===== src/rtl/dmerge_pkg.sv =====
package dmerge_pkg;
    typedef enum logic {
        SRC_INT = 1'b0,
        SRC_BYP = 1'b1
    } src_e;
endpackage


===== src/rtl/dmerge_rr.sv =====
module dmerge_rr
    import dmerge_pkg::*;
(
    input  logic clk,
    input  logic rst_n,
    input  logic clr_i,
    input  logic req_int_i,
    input  logic req_byp_i,
    input  logic take_i,
    output logic gnt_int_o,
    output logic gnt_byp_o
);
    src_e ptr_d, ptr_q;

    always_comb begin
        gnt_int_o = 1'b0;
        gnt_byp_o = 1'b0;
        if (req_int_i && req_byp_i) begin
            gnt_int_o = (ptr_q == SRC_INT);
            gnt_byp_o = (ptr_q == SRC_BYP);
        end else begin
            gnt_int_o = req_int_i;
            gnt_byp_o = req_byp_i;
        end

        ptr_d = ptr_q;
        if (clr_i) begin
            ptr_d = SRC_INT;
        end else if (take_i) begin
            ptr_d = gnt_int_o ? SRC_BYP : SRC_INT;
        end
    end

    always_ff @(posedge clk) begin
        if (!rst_n) ptr_q <= SRC_INT;
        else        ptr_q <= ptr_d;
    end

    // never both grants at once
    assert_grant_onehot_R4: assert property (@(posedge clk) disable iff (!rst_n)
        $onehot0({gnt_int_o, gnt_byp_o}));

    // a lone requester always wins
    assert_lone_bypass_wins_R5: assert property (@(posedge clk) disable iff (!rst_n)
        (req_byp_i && !req_int_i) |-> gnt_byp_o);
endmodule


===== src/rtl/dmerge_cnt.sv =====
module dmerge_cnt #(
    parameter int MAX = 4,
    localparam int CW = $clog2(MAX + 1)
) (
    input  logic clk,
    input  logic rst_n,
    input  logic clr_i,
    input  logic inc_i,
    input  logic dec_i,
    output logic full_o,
    output logic zero_o
);
    logic [CW-1:0] cnt_d, cnt_q;
    logic          dec_ok;

    always_comb begin
        dec_ok = dec_i && (cnt_q != '0);
        cnt_d  = cnt_q;
        if (clr_i) begin
            cnt_d = '0;
        end else if (inc_i && !dec_ok) begin
            cnt_d = cnt_q + 1'b1;
        end else if (!inc_i && dec_ok) begin
            cnt_d = cnt_q - 1'b1;
        end
        full_o = (cnt_q == CW'(MAX));
        zero_o = (cnt_q == '0);
    end

    always_ff @(posedge clk) begin
        if (!rst_n) cnt_q <= '0;
        else        cnt_q <= cnt_d;
    end

    // the outstanding count never passes its limit
    assert_count_bounded_R9: assert property (@(posedge clk) disable iff (!rst_n)
        cnt_q <= CW'(MAX));

    // no issue is counted while already at the limit
    assert_no_issue_when_full_R9: assert property (@(posedge clk) disable iff (!rst_n)
        full_o |-> !inc_i);
endmodule


===== src/rtl/desc_merge_gate.sv =====
module desc_merge_gate
    import dmerge_pkg::*;
#(
    parameter int DESC_W  = 32,
    parameter int MAX_OUT = 4
) (
    input  logic              clk,
    input  logic              rst_n,
    input  logic              run_i,
    input  logic              int_valid_i,
    output logic              int_ready_o,
    input  logic [DESC_W-1:0] int_desc_i,
    input  logic              byp_valid_i,
    output logic              byp_ready_o,
    input  logic [DESC_W-1:0] byp_desc_i,
    input  logic              byp_int_mode_i,
    output logic              out_valid_o,
    input  logic              out_ready_i,
    output logic [DESC_W-1:0] out_desc_o,
    output logic              out_src_o,
    input  logic              done_i,
    output logic              quiesce_o,
    output logic              mode_err_o
);
    typedef struct packed {
        logic              run;
        logic              stg_v;
        src_e              stg_src;
        logic [DESC_W-1:0] stg_desc;
        logic              err;
    } state_t;

    state_t s_d, s_q;

    logic rise, active, issue, fire, slot_free, take;
    logic gnt_int, gnt_byp, cnt_full, cnt_zero;

    dmerge_rr u_rr (
        .clk       (clk),
        .rst_n     (rst_n),
        .clr_i     (rise),
        .req_int_i (int_valid_i),
        .req_byp_i (byp_valid_i && !byp_int_mode_i),
        .take_i    (take),
        .gnt_int_o (gnt_int),
        .gnt_byp_o (gnt_byp)
    );

    dmerge_cnt #(.MAX(MAX_OUT)) u_cnt (
        .clk    (clk),
        .rst_n  (rst_n),
        .clr_i  (rise),
        .inc_i  (fire),
        .dec_i  (done_i),
        .full_o (cnt_full),
        .zero_o (cnt_zero)
    );

    always_comb begin
        rise      = run_i && !s_q.run;
        active    = run_i && s_q.run;
        issue     = s_q.stg_v && !cnt_full;
        fire      = issue && out_ready_i;
        slot_free = !s_q.stg_v || fire;
        take      = active && slot_free && (gnt_int || gnt_byp);

        int_ready_o = !run_i || (active && slot_free && gnt_int);
        byp_ready_o = !run_i || (active && (byp_int_mode_i || (slot_free && gnt_byp)));

        s_d     = s_q;
        s_d.run = run_i;
        s_d.err = 1'b0;
        if (rise) begin
            s_d.stg_v = 1'b0;
        end else begin
            if (fire) s_d.stg_v = 1'b0;
            if (take) begin
                s_d.stg_v    = 1'b1;
                s_d.stg_desc = gnt_int ? int_desc_i : byp_desc_i;
                s_d.stg_src  = gnt_int ? SRC_INT : SRC_BYP;
            end
            s_d.err = active && byp_valid_i && byp_int_mode_i;
        end

        out_valid_o = issue;
        out_desc_o  = s_q.stg_desc;
        out_src_o   = s_q.stg_src;
        quiesce_o   = !run_i && !s_q.stg_v && cnt_zero;
        mode_err_o  = s_q.err;
    end

    always_ff @(posedge clk) begin
        if (!rst_n) s_q <= '0;
        else        s_q <= s_d;
    end

    // a stalled output holds its descriptor
    assert_stage_holds_R6: assert property (@(posedge clk) disable iff (!rst_n)
        (out_valid_o && !out_ready_i) |=> ((out_valid_o && $stable(out_desc_o)) || rise));

    // nothing enters an empty stage while stopped
    assert_no_admit_stopped_R1: assert property (@(posedge clk) disable iff (!rst_n)
        (!run_i && !s_q.stg_v) |=> !s_q.stg_v);

    // the enabling edge empties the stage
    assert_rise_clears_R3: assert property (@(posedge clk) disable iff (!rst_n)
        rise |=> !s_q.stg_v);

    // a quiesced engine offers nothing
    assert_quiesce_idle_R7: assert property (@(posedge clk) disable iff (!rst_n)
        quiesce_o |-> !out_valid_o);

    // an error pulse follows a misrouted bypass descriptor while running
    assert_err_cause_R8: assert property (@(posedge clk) disable iff (!rst_n)
        mode_err_o |-> $past(byp_valid_i && byp_int_mode_i && run_i));
endmodule


===== config.mk =====
export PLATFORM = sky130hd
export DESIGN_NAME = desc_merge_gate
export DESIGN_NICKNAME = d
export VERILOG_FILES = /design/src/rtl/dmerge_pkg.sv /design/src/rtl/dmerge_rr.sv /design/src/rtl/dmerge_cnt.sv /design/src/rtl/desc_merge_gate.sv
export SDC_FILE = /design/constraint.sdc
export NUM_CORES = 1
export LEC_CHECK = 0
export CAP_MARGIN = 20
export CORE_ASPECT_RATIO = 2
export CORE_MARGIN = 8
export CORE_UTILIZATION = 44
export DETAILED_ROUTE_END_ITERATION = 12
export PLACE_DENSITY = 0.86
export SYNTH_ARGS = -nofsm -noshare
export SYNTH_HDL_FRONTEND = slang
export SYNTH_SLANG_ARGS = --single-unit

===== constraint.sdc =====
create_clock -name clk -period 3.9 [get_ports clk]
set_input_delay 0.78 -clock clk [delete_from_list [all_inputs] [get_ports clk]]
set_output_delay 0.78 -clock clk [all_outputs]
set_load 0.05 [all_outputs]

==> results_dict.tcl <==
set metrics [dict create \
    setup_tns_ns 0 \
    insertion_delay_ns 0.29 \
    period_needed_ns 3.20 \
    ys_seq_area_share_pct 34.9 \
    vdd.ir_drop.worst_mv 0.404 \
    yosysUniqueCellTypes 35 \
    grt_pass1_wl_mm 9.87 \
    synthCells 227 \
    grt_overflow 0 \
    cts-htree-levels 2 \
    max_freq_mhz 312 \
    hold_path.class "reg -> reg" \
    dp_hpwl_mm 4.91 \
    fin_skew_ns 0.00761 \
    crit_fanout 7 \
    synth_warnings 0 \
    cts_buffer_depth 2 \
    ys_seq_elements 40 \
    fp.dieH_um 118 \
    num_io_pins 110 \
    die-width_um 67.1 \
    p_total_mw 1.04 \
    grt.total_usage_pct 15.9 \
    synth_top_cell_by_area "dfxtp_1" \
    end_kind "output port" \
    grt_pass1_vias 2063 \
    synth_top_area_share_pct 34.9 \
    area_delta_synth_final_pct 43.1 \
    crit_arrival_ns 2.42 \
    finalSetupViolCount 0 \
    timing.hold.ws_ns 0.512 \
    relSlewSlack_pct 52.7 \
    postCtsSetupRepairBufs 0 \
    grt_max_degree 34 \
    firstDrtPassIters 4 \
    hold_buffers 0 \
    place_area_um2 3170 \
    cts_resized 0 \
    drtAntennaViolNets 0 \
    antenna_cells 0 \
    root_buffer "clkbuf_8" \
    synthTopCellsByArea "dfxtp_1, a211oi_2, mux2i_1" \
    final_area_um2 3280 \
    worst_pin_slew_ns 0.706 \
    most-common-layout-cells "clkdlybuf4s50_1, dfxtp_1, a21oi_1" \
    start_util_pct 45.0 \
    die_area_um2 7920 \
    port_buffers 109 \
    cts_buffers 5 \
    coreArea_um2 5090 \
    critPathLaunchType "input pin" \
    avgSynthCellArea_um2 10.1 \
    antenna_found_initial 0 \
    required_ns 3.12 \
    timing.final.crit_share_pct 82.1 \
    clock_sinks 40 \
    vias 1880 \
    gp_congestion 0.745 \
    num_rows 37 \
    viasPerCell 5.28 \
    synth_nets 301 \
    finalHoldViolCount 0 \
    post_route_cells_drive_above_1_share_pct 16.1 \
    leakage_nw 1.22 \
    path_clk_slew_ns 0.08 \
    syn-cell-area_um2 2290 \
    post_drt_wl_per_cell_um 17.5 \
    rsz0062_at_grt "false" \
    finalMaxSlewViolations 0 \
    layout.cells.most_common "clkdlybuf4s50_1" \
    drt_wl_total_mm 6.22 \
    cts_tree "done" \
    cap_violations 0 \
    drc 0 \
    fin_nets 371 \
    drtIter0Drc 66 \
    critPathKind "in -> out" \
    power_density_nw_per_um2 317 \
    status "finished, final reports clean" \
]
==> layer usage <==
metal	part of all wire, %	global-route usage [%]
met5	0	0
met4	3.0	8.17
met3	6.4	4.58
met2	57	29.3
met1	34	14.7
==> cell usage after synthesis, drive strengths merged <==
| master | count |
|---|---|
| clkbuf | 5 |
| nor3 | 1 |
| dfxtp | 40 |
| nor4 | 1 |
| inv | 3 |
| a21boi | 1 |
| ha | 1 |
| nor2b | 1 |
| a31oi | 1 |
| clkinv | 1 |
| a21bo | 2 |
| a211oi | 32 |
| or3b | 1 |
| nand3 | 1 |
| mux2i | 33 |
| nor2 | 3 |
| fa | 1 |
| a21oi | 35 |
| or3 | 2 |
| and3 | 1 |
| o211ai | 1 |
| o211a | 2 |
| buf | 46 |
| nand4 | 1 |
| nand2b | 1 |
| and2 | 2 |
| xor2 | 2 |
| o21ai | 3 |
| nand2 | 3 |
==> cells by family (layout without fill, tap and decap cells) <==
kind of cell / Yosys count / count (layout) / share of synthesized area [%]
fa+ha+maj: 2 / 2 / 1.42
xor+xnor: 2 / 2 / 0.764
mux: 33 / 33 / 14.4
buf+inv: 55 / 126 / 16.1
compound gates: 77 / 77 / 28.0
flops: 40 / 40 / 34.9
simple gates: 18 / 18 / 4.37
==> stage by stage <==
stage	setup WS [ns]	instances	util, %
2_1_floorplan	0.899	227	-
3_3_place_gp	0.757	348	62.3
3_5_place_dp	0.703	348	62.3
4_1_cts	0.705	356	64.4
5_1_grt	0.674	356	64.4
6_report	0.700	356	64.4
==> final timing paths <==
path                   from              to  slack [ns]  depth (start not counted)
max                   run_i       quiesce_o        0.70                          3
min               out_src_o       out_src_o        0.51                          1
max reg2reg  u_cnt.cnt_q[0]  u_cnt.cnt_q[2]        1.75                          8
min reg2reg       out_src_o       out_src_o        0.51                          1
==> final cells by class <==
type,count,area (um2)
well taps,58,72.6
clock buffers,5,68.8
inverters,4,15.0
fillers,438,1810
repair buffers,114,1150
flip-flops and latches,40,801
multi-input cells,132,1130
clock inverters,3,42.5
==> registers in the layout, summed over array words and instances (netlist names) <==
register and count:
out_desc_o 32, u_cnt.cnt_q 3, s_q 2, mode_err_o 1, out_src_o 1, u_rr.ptr_q 1
==> worst max-delay path: stages <==
cell	delay (ns)
clkdlybuf4s50_1	0.54
nor3_1	0.24
clkdlybuf4s50_1	0.85
==> where the power goes <==
group,switching (mW),internal [mW]
Sequential,0.00922,0.425
Clock,0.141,0.189
Combinational,0.142,0.134
Total,0.292,0.748
(Power assumes the default switching activity.)
